**src/rtl/srt_pkg.sv**
```systemverilog
package srt_pkg;

    localparam int INT_W   = 2;
    localparam int FRAC_W  = 10;
    localparam int RATIO_W = INT_W + FRAC_W;

    typedef logic [RATIO_W-1:0] ratio_t;

    localparam ratio_t RATIO_ONE = ratio_t'(1 << FRAC_W);
    localparam ratio_t RATIO_MIN = ratio_t'((1 << FRAC_W) / 3);
    localparam ratio_t RATIO_MAX = ratio_t'(3 << FRAC_W);

    // result of one closed measurement window
    typedef struct packed {
        logic   vld;
        ratio_t val;
    } meas_t;

    function automatic ratio_t clamp_ratio(input logic [31:0] v);
        if (v < 32'(RATIO_MIN)) return RATIO_MIN;
        if (v > 32'(RATIO_MAX)) return RATIO_MAX;
        return v[RATIO_W-1:0];
    endfunction

    function automatic ratio_t abs_diff(input ratio_t a, input ratio_t b);
        return (a > b) ? (a - b) : (b - a);
    endfunction

endpackage

```
**src/rtl/srt_window.sv**
```systemverilog
module srt_window
    import srt_pkg::*;
#(
    parameter int WIN_LOG2 = 10
) (
    input  logic  clk,
    input  logic  rst,
    input  logic  in_stb,
    input  logic  out_stb,
    output meas_t meas
);
    localparam int CNT_W = WIN_LOG2 + 2;
    localparam int SHIFT = FRAC_W - WIN_LOG2;

    logic [WIN_LOG2-1:0] out_cnt_q;
    logic [CNT_W-1:0]    in_cnt_q;
    logic [CNT_W-1:0]    in_tot;
    logic                win_end;
    logic [31:0]         scaled;

    always_comb begin
        if (in_stb && (in_cnt_q != '1)) in_tot = in_cnt_q + CNT_W'(1);
        else                            in_tot = in_cnt_q;
        win_end = out_stb && (out_cnt_q == '1);
        scaled  = 32'(in_tot) << SHIFT;
    end

    always_ff @(posedge clk) begin
        if (rst) begin
            out_cnt_q <= '0;
            in_cnt_q  <= '0;
            meas      <= '{vld: 1'b0, val: RATIO_ONE};
        end else begin
            meas.vld <= win_end;
            if (out_stb) out_cnt_q <= out_cnt_q + WIN_LOG2'(1);
            if (win_end) begin
                in_cnt_q <= '0;
                meas.val <= clamp_ratio(scaled);
            end else begin
                in_cnt_q <= in_tot;
            end
        end
    end
endmodule

```
**src/rtl/srt_smoother.sv**
```systemverilog
module srt_smoother
    import srt_pkg::*;
#(
    parameter int SMOOTH_SH   = 2,
    parameter int STABLE_WINS = 4
) (
    input  logic   clk,
    input  logic   rst,
    input  meas_t  meas,
    input  ratio_t tol,
    output ratio_t est,
    output logic   unlock
);
    localparam int SC_W = $clog2(STABLE_WINS + 1);

    ratio_t                    prev_q;
    logic [SC_W-1:0]           stab_q;
    logic signed [RATIO_W:0]   diff;
    logic signed [RATIO_W:0]   step;
    logic signed [RATIO_W:0]   est_nxt;
    logic                      close_enough;

    always_comb begin
        diff         = $signed({1'b0, meas.val}) - $signed({1'b0, est});
        step         = diff >>> SMOOTH_SH;
        est_nxt      = $signed({1'b0, est}) + step;
        close_enough = abs_diff(meas.val, prev_q) < tol;
    end

    assign unlock = (stab_q < SC_W'(STABLE_WINS));

    always_ff @(posedge clk) begin
        if (rst) begin
            est    <= RATIO_ONE;
            prev_q <= RATIO_ONE;
            stab_q <= '0;
        end else if (meas.vld) begin
            est    <= est_nxt[RATIO_W-1:0];
            prev_q <= meas.val;
            if (!close_enough)                     stab_q <= '0;
            else if (stab_q < SC_W'(STABLE_WINS)) stab_q <= stab_q + SC_W'(1);
        end
    end
endmodule

```
**src/rtl/srt_buffer.sv**
```systemverilog
module srt_buffer
    import srt_pkg::*;
#(
    parameter int BUF_DEPTH = 64
) (
    input  logic   clk,
    input  logic   rst,
    input  logic   in_stb,
    input  logic   out_stb,
    input  ratio_t ratio,
    input  logic   clr,
    output logic   ovf
);
    localparam int LIMIT = BUF_DEPTH << FRAC_W;
    localparam int OCC_W = $clog2(LIMIT + 1);
    localparam int SW    = OCC_W + 2;

    logic [OCC_W-1:0]   occ_q;
    logic signed [SW-1:0] add_v, sub_v, nxt;
    logic                over;

    always_comb begin
        add_v = in_stb  ? SW'(1 << FRAC_W) : '0;
        sub_v = out_stb ? SW'(ratio)       : '0;
        nxt   = $signed({2'b00, occ_q}) + add_v - sub_v;
        over  = nxt > $signed(SW'(LIMIT));
    end

    always_ff @(posedge clk) begin
        if (rst) begin
            occ_q <= OCC_W'(LIMIT / 2);
            ovf   <= 1'b0;
        end else begin
            if (nxt < 0)   occ_q <= '0;
            else if (over) occ_q <= OCC_W'(LIMIT);
            else           occ_q <= nxt[OCC_W-1:0];
            if (over)      ovf <= 1'b1;
            else if (clr)  ovf <= 1'b0;
        end
    end
endmodule

```
**src/rtl/srt_ratio_tracker.sv**
```systemverilog
module srt_ratio_tracker
    import srt_pkg::*;
#(
    parameter int WIN_LOG2    = 10,
    parameter int SMOOTH_SH   = 2,
    parameter int STABLE_WINS = 4,
    parameter int BUF_DEPTH   = 64
) (
    input  logic               clk,
    input  logic               rst,
    input  logic               in_stb,
    input  logic               out_stb,
    input  logic [RATIO_W-1:0] tol,
    input  logic               ovf_clr,
    output logic [RATIO_W-1:0] ratio,
    output logic               unlock,
    output logic               ovf
);
    meas_t  meas;
    ratio_t est;

    srt_window #(.WIN_LOG2(WIN_LOG2)) u_win (
        .clk(clk), .rst(rst), .in_stb(in_stb), .out_stb(out_stb), .meas(meas)
    );

    srt_smoother #(.SMOOTH_SH(SMOOTH_SH), .STABLE_WINS(STABLE_WINS)) u_smooth (
        .clk(clk), .rst(rst), .meas(meas), .tol(tol), .est(est), .unlock(unlock)
    );

    srt_buffer #(.BUF_DEPTH(BUF_DEPTH)) u_buf (
        .clk(clk), .rst(rst), .in_stb(in_stb), .out_stb(out_stb),
        .ratio(est), .clr(ovf_clr), .ovf(ovf)
    );

    assign ratio = est;
endmodule

```
**config.mk**
```make
export PLATFORM = sky130hd
export DESIGN_NAME = srt_ratio_tracker
export DESIGN_NICKNAME = d
export VERILOG_FILES = /design/src/rtl/srt_pkg.sv /design/src/rtl/srt_window.sv /design/src/rtl/srt_smoother.sv /design/src/rtl/srt_buffer.sv /design/src/rtl/srt_ratio_tracker.sv
export SDC_FILE = /design/constraint.sdc
export NUM_CORES = 1
export LEC_CHECK = 0
export CAP_MARGIN = 20
export CORE_UTILIZATION = 67
export DETAILED_ROUTE_END_ITERATION = 6
export PLACE_DENSITY = 0.87
export SLEW_MARGIN = 20
export SYNTH_ARGS = -nofsm -noshare
export SYNTH_HDL_FRONTEND = slang
export SYNTH_HIERARCHICAL = 1
export SYNTH_SLANG_ARGS = --single-unit
```
**constraint.sdc**
```tcl
create_clock -name clk -period 12.6 [get_ports clk]
set_clock_uncertainty 0.2 [all_clocks]
set_input_delay 2.52 -clock clk [delete_from_list [all_inputs] [get_ports clk]]
set_output_delay 2.52 -clock clk [all_outputs]
set_load 0.03 [all_outputs]
```
==> reports/metrics.yaml <==
final_layout:
  antenna_cells: 0
  filler_cell_count: 735
  final_nets: 945
  layout_commonest_cell: "ha_1"
  post-route-util_pct: 74.8
  drive_gt1_share_pct: 4.76
  multi_input_area_um2: 4720
  layout_common_cells: "ha_1 (87), inv_1 (83), dfxtp_1 (80)"
  syn2layout_area_growth_pct: 8.00
  seqCellArea_um2: 1600
synth:
  synth-main-ff-cell: "dfxtp_1"
  synthCells: 822
  yosys_warnings: 6
  synth_compound_area_share_pct: 22.3
  synth_edf_count: 0
  synthAdderAreaFrac_pct: 17.6
  synthMuxAreaShare_pct: 4.32
  syn-num-nets: 931
  async_reset_ff_share_pct: 0
  ys_ff_latch: 80
  seq_area_frac_synth_pct: 23.7
  yosys.area_share.simple_pct: 18.9
  synth_top_family_by_area: "compound AO/OA/AOI/OAI gates"
  synth_area_um2: 6770
  ys_types: 79
  synth_xor_area_share_pct: 6.60
  syn_avg_cell_area_um2: 8.24
setup_path:
  crit_required_ns: 12.67
  critPathCaptureType: "register"
  crit_arrival_ns: 6.74
  crit_fanout: 18
  critPathKind: "in2reg"
  cp-start-kind: "input pin"
placed_design:
  dp_hpwl_mm: 12.0
  numPortBuffers: 30
  gp_congestion: 1.03
sta:
  rsz0062_at_grt: "no"
  slew_viol_final: 0
  worst_pin_slew_ns: 0.903
  setup_tns_ns: 0
  fin_crit_sh_pct: 53.0
  fmax_mhz: 150
  finalSetupViolations: 0
  hold_viol: 0
  relSlewSlack_pct: 39.6
  min_period_ns: 6.67
global_route:
  grt_pass1_vias: 5973
  grt-ovfl-total: 0
  grt_start_max_net_pins: 47
  met3_usage_pct: 4.88
  grt_use_met2_pct: 53.9
  grt-busiest-layer: "met2"
  antenna_found_initial: 0
  gr-usage-all-layers_pct: 30.6
  grt_util_met1_pct: 35.4
  grt_pass1_wl_mm: 25.8
clock_network:
  cts.sinks: 80
  holdBufCountCts: 0
  numCtsBuffers: 9
  cts_resized: 0
  clk_pin_slew_worst_paths_ns: 0.08
  htreeDepth: 3
  cts_tree: "done"
  clk_latency_ns: 0.37
  post-cts-setup-buffer-count: 0
  clock_path_buffers: 2
  root_buffer: "clkbuf_8"
pwr:
  power.density_nw_per_um2: 116
  power_leakage_nw: 2.98
  vdd_drop_max_uv: 221
die:
  fp.dieH_um: 103
  start_util_pct: 69.3
  rows: 36
  die_area_um2: 10500
  core_area_um2: 9770
  ios: 31
  die_w_um: 103
run_status:
  status: "finished clean"
route:
  drt-total-wl_mm: 15.5
  vias_per_cell: 6.28
  antenna_left: 0
  drt_iter0_drc: 365
  drc: 0
  route.vias.total: 6118
  dr.pass1.iters: 7
  wl_per_cell_um: 15.9
hold_path:
  worstHoldPathType: "reg2reg"
job:
  maxCapViolations: 0
-- cell type report --
type	count	area share (%)
multi-input cells	630	64.5
flip-flops and latches	80	21.9
repair buffers	32	4.31
inverters	83	4.26
well taps	133	2.28
clock buffers	9	1.69
clock inverters	7	1.06
-- report_power, final --
part,internal (mW),total [mW],switching (mW)
Sequential,0.267,0.275,0.00878
Clock,0.0935,0.195,0.102
Combinational,0.155,0.375,0.220
-- cell usage after synthesis (all sizes together), types with 13 or more instances --
cell type  count  area (um^2)
nor2          74          278
dfxtp         80         1600
o21ai         35          179
nand4         18          113
nor3          21          120
a21o          17          128
nand2         55          206
clkbuf        17         65.1
mux2i         27          270
a21oi         41          205
inv           83          312
a211oi        15          123
ha            87         1090
o21a          13         97.6
xor2          18          158
xnor2         33          289
-- through the flow --
step	setup WS (ns)	cells	power, mW	cell area (um^2)	hold slack, ns
2_1_floorplan	6.97	822	0.577	6770	0.260
3_3_place_gp	5.85	958	0.631	7110	0.251
3_5_place_dp	5.59	958	0.647	7110	0.255
4_1_cts	5.97	974	0.842	7310	0.279
5_1_grt	5.64	974	0.902	7310	0.323
6_report	5.93	974	0.846	7310	0.277
-- flip-flops by register name, indices dropped and copies added, names as in the netlist --
signal,cells
u_win/out_cnt_q,10
u_smooth/stab_q,3
u_buf/occ_q,17
u_win/meas,13
u_smooth/prev_q,12
u_win/in_cnt_q,12
u_buf/ovf,1
u_smooth/est,12
-- logic make-up (layout without fill, tap and decap cells) --
kind of cell / count (synthesis) / count (layout)
DFF: 80 / 80
AOI/OAI and AO/OA: 205 / 205
and+or+nand+nor: 253 / 253
xor gates and xnor gates: 51 / 51
adders and majority gates: 92 / 92
buffers and inverters: 112 / 131
muxes: 29 / 29
-- metal layers --
metal	share of wire, %	vias up
met5	0	-
met4	4.5	0
met3	5.7	67
met2	49	241
met1	41	2835
li1	-	2975
-- worst max-delay path: stages --
cell and delay, ns:
clkdlybuf4s50_1 0.89, nand2_1 0.12, ha_1 0.31, ha_1 0.17
inv_1 0.06, fa_1 0.40, nand2b_1 0.19, a211oi_2 0.36
o21bai_1 0.25, a211oi_1 0.42, nor3_1 0.12, o2111ai_2 0.66
and4b_1 0.27
-- path summary, 6_finish.rpt --
path | startpoint | to | slack [ns] | depth (start not counted)
hold / removal | u_buf/ovf | u_buf/ovf | 0.28 | 2
setup / recovery | out_stb | u_buf/occ_q[11] | 5.93 | 13
setup reg to reg | u_win/meas[0] | u_smooth/stab_q[0] | 7.36 | 20
hold reg to reg | u_buf/ovf | u_buf/ovf | 0.28 | 2
No activity file was read; power rests on OpenSTA's default activity.
